### src/rtl/sp_pkg.sv
package sp_pkg;

    localparam int REG_W     = 32;
    localparam int NUM_WORDS = 15;
    localparam int NUM_SLOTS = 16;

    localparam logic [3:0] WI_TXCTL   = 4'd0;
    localparam logic [3:0] WI_TXDMA   = 4'd1;
    localparam logic [3:0] WI_RXCTL   = 4'd2;
    localparam logic [3:0] WI_DOUT    = 4'd7;
    localparam logic [3:0] WI_POP     = 4'd8;
    localparam logic [3:0] WI_PEEK    = 4'd9;
    localparam logic [3:0] WI_MASK    = 4'd11;
    localparam logic [3:0] WI_ACK     = 4'd12;
    localparam logic [3:0] WI_RAW     = 4'd13;
    localparam logic [3:0] WI_MASKED  = 4'd14;

    localparam int STAT_AVAIL = 16;
    localparam int STAT_IDLE  = 22;
    localparam int STAT_RDY   = 24;
    localparam int RXEN_BIT   = 3;
    localparam int RAW_RX_BIT = 3;

    localparam logic [REG_W-1:0] RXCTL_RESET = 32'h0001_0000;

    typedef struct packed {
        logic             wr;
        logic             rd;
        logic             in_win;
        logic [3:0]       word;
        logic [REG_W-1:0] data;
    } sp_req_t;

    function automatic logic is_plain_word(int idx);
        return (idx < NUM_WORDS) && (idx != int'(WI_POP)) && (idx != int'(WI_PEEK))
            && (idx != int'(WI_RAW)) && (idx != int'(WI_MASKED));
    endfunction

    function automatic logic [REG_W-1:0] word_reset(int idx);
        return (idx == int'(WI_RXCTL)) ? RXCTL_RESET : '0;
    endfunction

    function automatic logic [REG_W-1:0] pack_status(logic avail, logic [7:0] b);
        logic [REG_W-1:0] r;
        r              = '0;
        r[7:0]         = b;
        r[STAT_AVAIL]  = avail;
        r[STAT_IDLE]   = 1'b1;
        r[STAT_RDY]    = 1'b1;
        return r;
    endfunction

endpackage

### src/rtl/sp_rx_fifo.sv
module sp_rx_fifo #(
    parameter int DEPTH = 16,
    parameter int DW    = 8,
    localparam int PW   = $clog2(DEPTH),
    localparam int CW   = $clog2(DEPTH + 1)
) (
    input  logic          clk,
    input  logic          rst,
    input  logic          push_req,
    input  logic [DW-1:0] push_data,
    input  logic          pop_req,
    output logic [DW-1:0] head,
    output logic [CW-1:0] count,
    output logic [CW-1:0] count_nxt,
    output logic          push_ok,
    output logic          pop_ok
);

    logic [DW-1:0] mem [DEPTH];
    logic [PW-1:0] wr_ptr, rd_ptr;

    assign push_ok = push_req && (count < CW'(DEPTH));
    assign pop_ok  = pop_req && (count != '0);
    assign head    = mem[rd_ptr];

    always_comb begin
        count_nxt = count;
        unique case ({push_ok, pop_ok})
            2'b10:   count_nxt = count + CW'(1);
            2'b01:   count_nxt = count - CW'(1);
            default: count_nxt = count;
        endcase
    end

    function automatic logic [PW-1:0] bump(logic [PW-1:0] p);
        return (p == PW'(DEPTH - 1)) ? '0 : p + PW'(1);
    endfunction

    always_ff @(posedge clk) begin
        if (rst) begin
            wr_ptr <= '0;
            rd_ptr <= '0;
            count  <= '0;
        end else begin
            count <= count_nxt;
            if (push_ok) wr_ptr <= bump(wr_ptr);
            if (pop_ok)  rd_ptr <= bump(rd_ptr);
        end
    end

    for (genvar i = 0; i < DEPTH; i++) begin : g_slot
        always_ff @(posedge clk) begin
            if (rst)
                mem[i] <= '0;
            else if (push_ok && (wr_ptr == PW'(i)))
                mem[i] <= push_data;
        end
    end

endmodule

### src/rtl/sp_word_store.sv
module sp_word_store
    import sp_pkg::*;
(
    input  logic             clk,
    input  logic             rst,
    input  logic             wr_en,
    input  logic [3:0]       wr_word,
    input  logic [REG_W-1:0] wr_data,
    output logic [REG_W-1:0] words [NUM_SLOTS]
);

    for (genvar i = 0; i < NUM_SLOTS; i++) begin : g_word
        if (is_plain_word(i)) begin : g_plain
            always_ff @(posedge clk) begin
                if (rst)
                    words[i] <= word_reset(i);
                else if (wr_en && (wr_word == 4'(i)))
                    words[i] <= wr_data;
            end
        end else begin : g_none
            assign words[i] = '0;
        end
    end

endmodule

### src/rtl/sp_irq_unit.sv
module sp_irq_unit
    import sp_pkg::*;
(
    input  logic             clk,
    input  logic             rst,
    input  logic             wr_hit,
    input  logic [3:0]       word,
    input  logic [REG_W-1:0] wdata,
    input  logic             rx_accept,
    input  logic             nonempty_nxt,
    input  logic [REG_W-1:0] mask,
    output logic [REG_W-1:0] raw,
    output logic             pend,
    output logic [REG_W-1:0] ack_val,
    output logic             irq
);

    logic [REG_W-1:0] raw_n;
    logic             pend_n;

    always_comb begin
        ack_val = wdata;
        if (pend) ack_val[0] = 1'b0;
    end

    always_comb begin
        raw_n  = raw;
        pend_n = pend;
        if (wr_hit) begin
            if (word == WI_DOUT) begin
                raw_n[1:0] = 2'b11;
                pend_n     = 1'b1;
            end else if (word == WI_ACK) begin
                raw_n  = raw & ~ack_val;
                pend_n = 1'b0;
            end else if (word == WI_RAW) begin
                raw_n = wdata;
            end
        end
        if (wr_hit || rx_accept)
            raw_n[RAW_RX_BIT] = nonempty_nxt;
    end

    always_ff @(posedge clk) begin
        if (rst) begin
            raw  <= '0;
            pend <= 1'b0;
        end else begin
            raw  <= raw_n;
            pend <= pend_n;
        end
    end

    assign irq = |(raw & mask);

endmodule

### src/rtl/uart_regfront.sv
module uart_regfront
    import sp_pkg::*;
#(
    parameter int ADDR_W     = 6,
    parameter int FIFO_DEPTH = 16
) (
    input  logic              clk,
    input  logic              rst,
    input  logic [ADDR_W-1:0] reg_addr,
    input  logic              reg_wr,
    input  logic              reg_rd,
    input  logic [REG_W-1:0]  reg_wdata,
    output logic [REG_W-1:0]  reg_rdata,
    output logic              tx_valid,
    output logic [7:0]        tx_byte,
    input  logic              rx_valid,
    input  logic [7:0]        rx_byte,
    output logic              irq
);

    localparam int WORD_W = ADDR_W - 2;
    localparam int CNT_W  = $clog2(FIFO_DEPTH + 1);

    sp_req_t          req;
    logic [WORD_W-1:0] word_full;
    logic [3:0]       word;
    logic             in_win;
    logic [REG_W-1:0] words [NUM_SLOTS];
    logic [REG_W-1:0] rxctl, mask, raw_q, ack_val, store_data;
    logic             pend_q;
    logic [7:0]       head;
    logic [CNT_W-1:0] fifo_cnt, fifo_cnt_nxt;
    logic             push_ok, pop_ok, pop_req;

    assign word_full = reg_addr[ADDR_W-1:2];
    assign in_win    = (int'(word_full) < NUM_WORDS);
    assign word      = word_full[3:0];

    assign req = '{wr: reg_wr, rd: reg_rd, in_win: in_win, word: word, data: reg_wdata};

    assign rxctl   = words[WI_RXCTL];
    assign mask    = words[WI_MASK];
    assign pop_req = req.rd && req.in_win && (req.word == WI_POP);

    assign store_data = (req.word == WI_ACK) ? ack_val : req.data;

    sp_word_store u_store (
        .clk     (clk),
        .rst     (rst),
        .wr_en   (req.wr && req.in_win),
        .wr_word (req.word),
        .wr_data (store_data),
        .words   (words)
    );

    sp_rx_fifo #(.DEPTH(FIFO_DEPTH), .DW(8)) u_fifo (
        .clk       (clk),
        .rst       (rst),
        .push_req  (rx_valid && rxctl[RXEN_BIT]),
        .push_data (rx_byte),
        .pop_req   (pop_req),
        .head      (head),
        .count     (fifo_cnt),
        .count_nxt (fifo_cnt_nxt),
        .push_ok   (push_ok),
        .pop_ok    (pop_ok)
    );

    sp_irq_unit u_irq (
        .clk          (clk),
        .rst          (rst),
        .wr_hit       (req.wr && req.in_win),
        .word         (req.word),
        .wdata        (req.data),
        .rx_accept    (push_ok),
        .nonempty_nxt (fifo_cnt_nxt != '0),
        .mask         (mask),
        .raw          (raw_q),
        .pend         (pend_q),
        .ack_val      (ack_val),
        .irq          (irq)
    );

    always_comb begin
        reg_rdata = '0;
        if (req.in_win) begin
            unique case (req.word)
                WI_POP, WI_PEEK: reg_rdata = pack_status(fifo_cnt != '0, head);
                WI_RAW:          reg_rdata = raw_q;
                WI_MASKED:       reg_rdata = raw_q & mask;
                default:         reg_rdata = words[req.word];
            endcase
        end
    end

    always_ff @(posedge clk) begin
        if (rst) begin
            tx_valid <= 1'b0;
            tx_byte  <= '0;
        end else begin
            tx_valid <= req.wr && req.in_win && (req.word == WI_DOUT);
            if (req.wr && req.in_win && (req.word == WI_DOUT))
                tx_byte <= req.data[7:0];
        end
    end

endmodule

### config.mk
export PLATFORM = sky130hd
export DESIGN_NAME = uart_regfront
export DESIGN_NICKNAME = d
export VERILOG_FILES = /design/src/rtl/sp_pkg.sv /design/src/rtl/sp_rx_fifo.sv /design/src/rtl/sp_word_store.sv /design/src/rtl/sp_irq_unit.sv /design/src/rtl/uart_regfront.sv
export SDC_FILE = /design/constraint.sdc
export NUM_CORES = 1
export LEC_CHECK = 0
export ABC_AREA = 1
export BUFFER_PORTS_ARGS = -buffer_cell sky130_fd_sc_hd__buf_4
export CORE_ASPECT_RATIO = 1.5
export CORE_UTILIZATION = 30
export DETAILED_ROUTE_END_ITERATION = 12
export GPL_TIMING_DRIVEN = 0
export SLEW_MARGIN = 20
export SYNTH_ARGS = -nofsm -noshare
export SYNTH_HDL_FRONTEND = slang
export SYNTH_SLANG_ARGS = --single-unit
### constraint.sdc
create_clock -name clk -period 2.85 [get_ports clk]
set_input_delay 0.1425 -clock clk [delete_from_list [all_inputs] [get_ports clk]]
set_output_delay 0.1425 -clock clk [all_outputs]
set_load 0.005 [all_outputs]
Word-level counts from Yosys, hierarchy flattened
Memory sizes are Yosys's and may differ from the RTL's. A register that Yosys moved wholly into a read port is not among the register bits.
Index checks and enable logic that the tools add are counted.
W data, S select, Z words.
- add/subtract/negate cells: 4
- $lt $le $gt $ge: 3
- equality and inequality tests: 33
- mux-type cells: 86
- bitwise logic cells: 21
- reduce and logical (&&, ||, !) cells: 49
- operator list (cell ; number):
    $mux W32 ; 5
    $bmux W32 S4 ; 1
    $mux W8 ; 16
    $pmux W32 S3 ; 1
    $and A32 B32 Y32 ; 2
    $eq A4 B4 Y1 const B ; 16
    $mux W1 ; 55
    $logic_and A1 B1 Y1 ; 33
    $eq A4 B3 Y1 const B ; 8
    $not A32 Y32 ; 1
    $reduce_or A32 Y1 ; 1
    $mux W4 ; 5
    $eq A4 B2 Y1 const B ; 4
    $or A1 B1 Y1 ; 16
    $pmux W5 S2 ; 1
    $reduce_bool A5 Y1 ; 2
    $add A4 B1 Y4 const B ; 2
    $eq A4 B1 Y1 const B ; 2
    $logic_not A4 Y1 ; 2
    $reduce_and A3 Y1 ; 2
    $reduce_bool A2 Y1 ; 3
    $reduce_bool A3 Y1 ; 2
    $add A5 B1 Y5 const B ; 1
    $ge A5 B5 Y1 const B ; 1
    12 further kinds ; 14
- flip-flop bits (word level): 407
- RAM bits: 128
- output and inout bits: 42
- word-level logic and storage cells: 217
- memories kept: 1
- memory list (name ; depth ; width ; read ports ; clocked after Yosys merged registers in ; write ports ; line ; text):
    u_fifo.mem ; 16 ; 8 ; 1 ; 1 ; 16 ; sp_rx_fifo.sv:19 ; logic [DW-1:0] mem [DEPTH];

Depth between registers and ports, before layout
Gate-level depths: netlist of the first run.
- depth after elaboration: 8
- depth in mapped cells: 21
- mapped depth without buffers: 20

Modules after synthesis
A second synthesis of the first run with hierarchy kept.
- cells, all modules: 4968
- area total of the unflattened synthesis: 31396.4 µm²
- modules (own cells, without submodules) (module ; times used ; cells each ; area an instance (µm²) ; sequential area each (µm²)):
    sp_word_store ; 1 ; 2214 ; 15067.0 ; 7046.8
    uart_regfront ; 1 ; 1729 ; 7295.7 ; 180.2
    sp_rx_fifo ; 1 ; 728 ; 7039.3 ; 4184.0
    sp_irq_unit ; 1 ; 297 ; 1994.4 ; 660.6

Worst setup path after synthesis of the first run
No wires, ideal clock.
- path kind: reg2reg
- start: register u_fifo.count[0]
- end: register u_irq.raw[3]
- library setup time: 0.117 ns
- data arrival time: 2.161 ns
- data required time: 2.733 ns
- setup slack: 0.572 ns
- stages on the path, launching flop included: 19
- buffers on the path: 1
- cell sequence: dfxtp_1 > nor2_1 > nand3_1 > nand4_1 > inv_1 > ha_1 > clkbuf_1 > nand2_1 > inv_1 > nor2_1 > ha_1 > nand2_1 > o21ai_0 > inv_1 > nand3_1 > nor2_1 > nand3_1 > nor2_1 > nor2_1
- cells in the longest elaborated chain, start to end: 6
- elaborated cells on any way between the ends: 16
- those cells by class: 2 x add/sub; 1 x order compare; 3 x eq/ne; 2 x mux; 8 x reduce/logical
- ends and longest elaborated chain (item ; line ; text):
    from (decl) ; sp_rx_fifo.sv:13 ; output logic [CW-1:0] count,
    from (signal assigned) ; sp_rx_fifo.sv:45 ; count <= count_nxt;
    $lt A5 B5 Y1 / $reduce_bool A5 Y1 (equally long branches) ; sp_rx_fifo.sv:22, sp_rx_fifo.sv:23 ;
    $logic_and A1 B1 Y1 (on tied branches) ; sp_rx_fifo.sv:22, sp_rx_fifo.sv:23 ;
    $eq A2 B1 Y1 / $eq A2 B2 Y1 (equally long branches) ; sp_rx_fifo.sv:28 ; unique case ({push_ok, pop_ok})
    $pmux W5 S2 ; sp_rx_fifo.sv:28 ;
    $reduce_bool A5 Y1 ; uart_regfront.sv:76 ; .nonempty_nxt (fifo_cnt_nxt != '0),
    $mux W1 ; sp_irq_unit.sv:40 ; if (wr_hit || rx_accept)
    to (signal assigned) ; sp_irq_unit.sv:49 ; raw <= raw_n;
    to (decl) ; sp_irq_unit.sv:12 ; output logic [REG_W-1:0] raw,
Several ways; a longest one is shown, not always the timed one.
A chain may end at the register's enable or synchronous reset.

Worst setup path in the final report of the first run
- start: register u_store.words[155] (netlist bit)
- end: output irq
- cells in the longest elaborated chain, start to end: 2
- ends and longest elaborated chain (item ; line ; text):
    from (decl) ; sp_word_store.sv:9 ; output logic [REG_W-1:0] words [NUM_SLOTS]
    from (signal, indexed assignment) ; sp_word_store.sv:16 ; words[i] <= word_reset(i);
    from (signal, indexed assignment) ; sp_word_store.sv:18 ; words[i] <= wr_data;
    $and A32 B32 Y32 ; sp_irq_unit.sv:54 ; assign irq = |(raw & mask);
    $reduce_or A32 Y1 ; sp_irq_unit.sv:54 ;
    to (decl) ; uart_regfront.sv:18 ; output logic irq
Every way passes these cells.

==> flow_metrics.env, run 1 <==
export IMPL_status="finished, violations left"
export IMPL_violations="negative setup slack"
export IMPL_routabilityCongestion=1.00
export IMPL_setup_ws_ns=-0.0205
export IMPL_async_flop_share_pct=0
export IMPL_crit_slowest_cell="nor4_1"
export IMPL_path_cells="nand2_1 -> nand4_1 -> nor4_1 -> nand3_1 -> buf_4"
export IMPL_dr_first_iter_drc_count=2023
export IMPL_vias=22100
export IMPL_syn_nets=3091
export IMPL_cp_start_kind="register"
export IMPL_critPathBufInv=1
export IMPL_synth_main_ff_cell="dfxtp_1"
export IMPL_rr_worst_depth=17
export IMPL_grt_start_max_net_pins=17
export IMPL_start_util_pct=30.4
export IMPL_core_area_um2=76500
export IMPL_holdWs_ns=0.0688
export IMPL_multi_input_area_um2=9800
export IMPL_clk_latency_ns=0.61
export IMPL_clockRootBuffer="clkbuf_16"
export IMPL_synth_top_area_share_pct=34.7
export IMPL_worst_setup_path_end_kind="output port"
export IMPL_synthTopCellsByArea="dfxtp_1 (35%), edfxtp_1 (17%), nor2_1 (13%), o21ai_0 (10%), nand2_1 (5.2%)"
export IMPL_clock_fmax_mhz=348
export IMPL_r2r_end="u_irq.raw[3]"
export IMPL_crit_cells=5
export IMPL_row_count=124
export IMPL_hold_path_class="primary input to register"
export IMPL_antenna_found_initial=3
export IMPL_maxSlewViolCount=0
export IMPL_critPathArrivalTime_ns=2.73
export IMPL_synth_area_leader_cell="dfxtp_1"
export IMPL_synth_edf_count=128
export IMPL_rrSetupSlack_ns=0.29
export IMPL_grt_pass1_wl_um=136000
export IMPL_wl_um=92200
export IMPL_finalHoldViolCount=0
export IMPL_fp_dieArea_um2=78700
export IMPL_crit_family="simple AND/OR/NAND/NOR gates"
export IMPL_seq_area_um2=11900
export IMPL_rsz0062_at_grt="true"
export IMPL_synth_area_um2=23300
export IMPL_r2r_start="u_fifo.count[0]"
export IMPL_instances_no_fill=4265
export IMPL_areaGrowthSynthToFinish_pct=17.5
export IMPL_crit_end="irq"
export IMPL_fin_crit_sh_pct=101
export IMPL_wire_per_inst_um=21.6
export IMPL_design_area_um2=27400
export IMPL_synth_common_cells="nor2_1 (816), o21ai_0 (488), dfxtp_1 (404)"
export IMPL_period_needed_ns=2.87
export IMPL_critPathRequiredTime_ns=2.71
export IMPL_cts_made_buffers=50
export IMPL_grt_pass1_vias=21900
export IMPL_skew_ns=0.0198
export IMPL_cts_tree="built"
export IMPL_synth_seq_cells=532
export IMPL_setup_viol=1
export IMPL_vdd_drop_max_mv=0.520
export IMPL_ys_warnings_count=0
export IMPL_synth_most_common_cell="nor2_1"
export IMPL_clk_transition_reported_paths_ns=0.06
export IMPL_synth_distinct_cells=34
export IMPL_drv_cap=0
export IMPL_synth_cells=3032
export IMPL_placed_cells=4130
export IMPL_htree_levels=2
export IMPL_io_buffers=88
export IMPL_crit_start="u_store.words[155]"
export IMPL_clock_sinks=532
export IMPL_placed_area_um2=25200
export IMPL_post_dp_hpwl_um=70800
export IMPL_drive_above_1_share_pct=8.64
export IMPL_dieHeight_um=343
export IMPL_relSlewSlack_pct=15.4
export IMPL_grt_overflow=0
export IMPL_worstPathMaxFanout=2
export IMPL_cpPeakStageDelay_ns=1.09
export IMPL_fin_setup_tns_ns=-0.0205
export IMPL_clk_path_buf_depth=3
export IMPL_worst_pin_slew_ns=1.26
export IMPL_fp_dieW_um=229
export IMPL_drc_errors=0
export IMPL_io_pins=93
export IMPL_track_usage_pct=23.0
export IMPL_drt_first_pass_iters=6
export IMPL_fin_nets=3272
export IMPL_viasPerCell=5.18
export IMPL_detail_route_antenna_nets=0
export IMPL_syn_area_per_cell_um2=7.68
export IMPL_path_class="register to output port"
export IMPL_yosysSeqAreaShare_pct=51.2
export IMPL_p_per_area_nw_per_um2=594
export IMPL_nFillCells=8138
export IMPL_p_leak_nw=10.6
through the flow:
step	setup slack, ns	power (W)	util [%]
finish	-0.0205	0.0163	35.8
detailed placement	-0.114	0.00932	33.0
CTS	-0.0143	0.0163	35.7
global placement	-0.164	0.00930	33.0
global route	-0.0416	0.0167	35.8
floorplan	0.572	0.00873	-
cell type report:
class,count,area share [%]
clock buffer,72,5.28
antenna,4,0.0366
multi-input combinational,2107,35.8
clock inverter,20,0.823
buffer,237,3.75
sequential,532,43.6
tap,1008,4.61
inverter,154,2.12
timing repair buffer,131,3.97
report_power, final:
group          internal (W)  switching (W)  total, W
combinational      0.000345       0.000912   0.00126
sequential          0.00789      0.0000789   0.00797
clock               0.00391        0.00312   0.00703
total                0.0121        0.00411    0.0163
sequential cells by signal (all words and copies together), names as in the netlist, named ones only:
register / count
u_fifo.wr_ptr: 4
u_fifo.count: 5
u_irq.pend: 1
u_store.words: 346
tx_valid: 1
u_fifo.rd_ptr: 4
tx_byte: 7
u_irq.raw: 32
u_fifo.mem: 128
cells by family (layout without fill, tap and decap cells):
family                   Yosys count  in the layout  synth area share [%]
AO/OA/AOI/OAI                    824            824                  19.8
XOR/XNOR                           3              3                 0.113
adder cells (fa/ha/maj)            8              8                 0.430
buffers and inverters            393            614                  6.76
flip-flops                       532            532                  51.2
other                              0              4                     0
AND/OR/NAND/NOR                 1272           1272                  21.7
cells in the final DEF, fill, tap and decap left out, types with 32 or more instances in the layout:
cell / count
buf_2: 45
a221oi_1: 34
a22oi_1: 84
o21ai_1: 39
dfxtp_1: 403
inv_1: 138
nand2_1: 323
edfxtp_1: 128
a21oi_1: 128
o21ai_0: 469
nand4_1: 37
clkbuf_1: 167
clkbuf_16: 51
o22ai_1: 32
o211ai_1: 35
nor2_1: 816
nand3_1: 59
dlygate4sd3_1: 41
buf_4: 102
what timing repair did:
action                                  in CTS  in global routing
gates resized for setup                     20                 18
cloned                                       0                  0
endpoints found under the setup margin       8                  8
setup buffers                                0                  0
pin swaps                                    0                  4
hold buffers                                41                  0
hold endpoints to repair                   127                  0
layer usage:
metal	global-route usage [%]	up-vias	share of wire, %
met3	2.78	329	5.2
met4	18.5	2	8.8
met2	41.8	860	50
met1	24.0	10400	36
met5	0	-	0.020
li1	-	10500	-
worst min-delay path by stage:
| stage | startpoint | to | slack (ns) | cells past startpoint |
|---|---|---|---|---|
| 6_report | rx_valid | u_fifo.wr_ptr[0] | 0.07 | 4 |
| 5_1_grt | rx_valid | u_fifo.wr_ptr[0] | 0.12 | 4 |
| 4_1_cts | reg_rd | u_fifo.rd_ptr[0] | 0.05 | 4 |
| 3_5_place_dp | reg_wdata[11] | u_irq.raw[11] | 0.38 | 2 |
| 3_3_place_gp | reg_wdata[11] | u_irq.raw[11] | 0.38 | 2 |
| 2_1_floorplan | rst | tx_valid | 0.23 | 1 |
tightest hold or removal path, delay by kind of cell:
kind | cells | cell delay [ns]
buffers and inverters | 1 | 0.08
and+or+nand+nor | 2 | 0.34
AOI/OAI and AO/OA | 1 | 0.05
No activity file was read; power rests on OpenSTA's default activity.
==> inputs of run 2 (changes only) <==
==> constraint.sdc (replaced) <==
create_clock -name clk -period 2.9 [get_ports clk]
set_input_delay 0.145 -clock clk [delete_from_list [all_inputs] [get_ports clk]]
set_output_delay 0.145 -clock clk [all_outputs]
set_load 0.005 [all_outputs]
==> flow_metrics.env, run 2 (synthesis gave the netlist of run 1 again) <==
export IMPL_power_switching_w=0.00406
export IMPL_place_ws_ns=-0.0663
export IMPL_layout_common_cells="nor2_1 (816), o21ai_0 (471), dfxtp_1 (402)"
export IMPL_cp_start_kind="register"
export IMPL_p_per_area_nw_per_um2=585
export IMPL_vdd_drop_max_mv=0.513
export IMPL_htree_levels=2
export IMPL_setup_viol=0
export IMPL_cts_made_buffers=50
export IMPL_clockRootBuffer="clkbuf_16"
export IMPL_clk_transition_reported_paths_ns=0.07
export IMPL_largest_reg_flops=346
export IMPL_drt_first_pass_iters=6
export IMPL_rsz0062_at_grt="false"
export IMPL_io_buffers=88
export IMPL_maxSlewViolCount=0
export IMPL_multi_input_area_um2=9780
export IMPL_dieHeight_um=343
export IMPL_p_leak_nw=10.6
export IMPL_clk_path_buf_depth=3
export IMPL_switching_share_pct=25.4
export IMPL_clkPwrFrac_pct=43.3
export IMPL_clk_latency_ns=0.62
export IMPL_top_register="u_store.words"
export IMPL_drive_above_1_share_pct=8.64
export IMPL_largestRegisters="u_store.words (346), u_fifo.mem (128), u_irq.raw (32)"
export IMPL_placed_cells=4130
export IMPL_placed_area_um2=25200
export IMPL_dr_first_iter_drc_count=2002
export IMPL_start_util_pct=30.4
export IMPL_worstPathMaxFanout=2
export IMPL_cts_tree="built"
export IMPL_nFillCells=8137
export IMPL_utilization_pct=35.8
export IMPL_fin_nets=3272
export IMPL_detail_route_antenna_nets=0
export IMPL_post_dp_hpwl_um=70800
export IMPL_antenna_found_initial=3
export IMPL_holdWs_ns=0.00103
export IMPL_seq_area_um2=11900
export IMPL_intPower_w=0.0119
export IMPL_fin_crit_sh_pct=99.2
export IMPL_design_area_um2=27300
export IMPL_relSlewSlack_pct=14.8
export IMPL_fp_dieW_um=229
export IMPL_critPathArrivalTime_ns=2.73
export IMPL_worst_setup_path_end_kind="output port"
export IMPL_instances_no_fill=4264
export IMPL_final_common_cell="nor2_1"
export IMPL_core_area_um2=76500
export IMPL_grt_start_max_net_pins=17
export IMPL_grt_pass1_wl_um=136000
export IMPL_path_class="register to output port"
export IMPL_track_usage_pct=23.1
export IMPL_status="completed"
export IMPL_clock_sinks=532
export IMPL_vias=22100
export IMPL_drv_cap=0
export IMPL_worst_pin_slew_ns=1.27
export IMPL_routabilityCongestion=1.00
export IMPL_finalHoldViolCount=0
export IMPL_wire_per_inst_um=21.7
export IMPL_viasPerCell=5.18
export IMPL_comb_power_share_pct=7.7
export IMPL_skew_ns=0.0218
export IMPL_sequentialPowerShare_pct=49.0
export IMPL_wl_um=92300
export IMPL_hold_path_class="primary input to register"
export IMPL_setup_ws_ns=0.0242
export IMPL_critPathRequiredTime_ns=2.76
export IMPL_grt_overflow=0
export IMPL_row_count=124
export IMPL_clock_fmax_mhz=348
export IMPL_grt_pass1_vias=21900
export IMPL_io_pins=93
export IMPL_fp_dieArea_um2=78700
export IMPL_areaGrowthSynthToFinish_pct=17.5
export IMPL_period_needed_ns=2.88
export IMPL_drc_errors=0
[run 2: cell count changes in the layout (fill, tap and decap cells not counted), sizes merged]
cell / change
buf: +3
clkbuf: -3
diode: -1
clkinvlp: +3
dlygate4sd3: -1
clkinv: -2
[run 2: area by class of cell]
type	count	area share (%)
Antenna cell	3	0.0275
Buffer	237	3.74
Clock buffer	72	5.28
Clock inverter	20	0.824
Inverter	154	2.14
Multi-Input combinational cell	2107	35.8
Sequential cell	532	43.6
Tap cell	1008	4.61
Timing Repair Buffer	130	3.93
Timing Repair inverter	1	0.0183
[run 2: final timing paths]
kind / cells after the start / from / slack [ns] / to
hold reg to reg: 2 / u_store.words[482] / 0.45 / u_store.words[482]
setup reg to reg: 17 / u_fifo.count[0] / 0.32 / u_irq.raw[3]
hold / removal: 3 / rx_byte[5] / 0.001 / u_fifo.mem[15][5]
setup / recovery: 5 / u_store.words[155] / 0.02 / irq
[run 2: routing by layer]
layer | global-route usage (%) | share of wire [%] | wire length (µm)
met1 | 24.0 | 36 | 33100
met2 | 41.8 | 50 | 46500
met3 | 2.78 | 5.1 | 4720
met4 | 18.5 | 8.7 | 7990
met5 | 0 | 0.019 | 18
[run 2: worst max-delay path: stages (launching register included)]
cell and delay (ns):
dfxtp_1 0.32, nand2_1 0.08, nand4_1 0.17, nor4_1 1.10, nand3_1 0.22, buf_4 0.24
[run 2: through the flow]
| stage | total power [W] | setup TNS, ns |
|---|---|---|
| 5_1_grt | 0.0164 | 0 |
| 6_report | 0.0160 | 0 |
| 3_3_place_gp | 0.00914 | -0.930 |
| 4_1_cts | 0.0160 | -0.000433 |
| 2_1_floorplan | 0.00858 | 0 |
| 3_5_place_dp | 0.00915 | -0.0663 |
[run 2: power groups by stage]
stage	registers [W]	logic [W]	clock network, W
detailed placement	0.00800	0.00116	0
floorplan	0.00797	0.000606	0
finish	0.00783	0.00123	0.00693
CTS	0.00783	0.00121	0.00695
global placement	0.00799	0.00115	0
global route	0.00785	0.00132	0.00723
[run 2: repair_timing]
action | in CTS | in global routing
setup endpoints to repair | 8 | 10
hold buffers | 40 | 0
pin swaps | 0 | 4
hold endpoints to repair | 125 | 0
resized for setup | 10 | 33
setup buffers | 0 | 0
gates cloned | 0 | 1
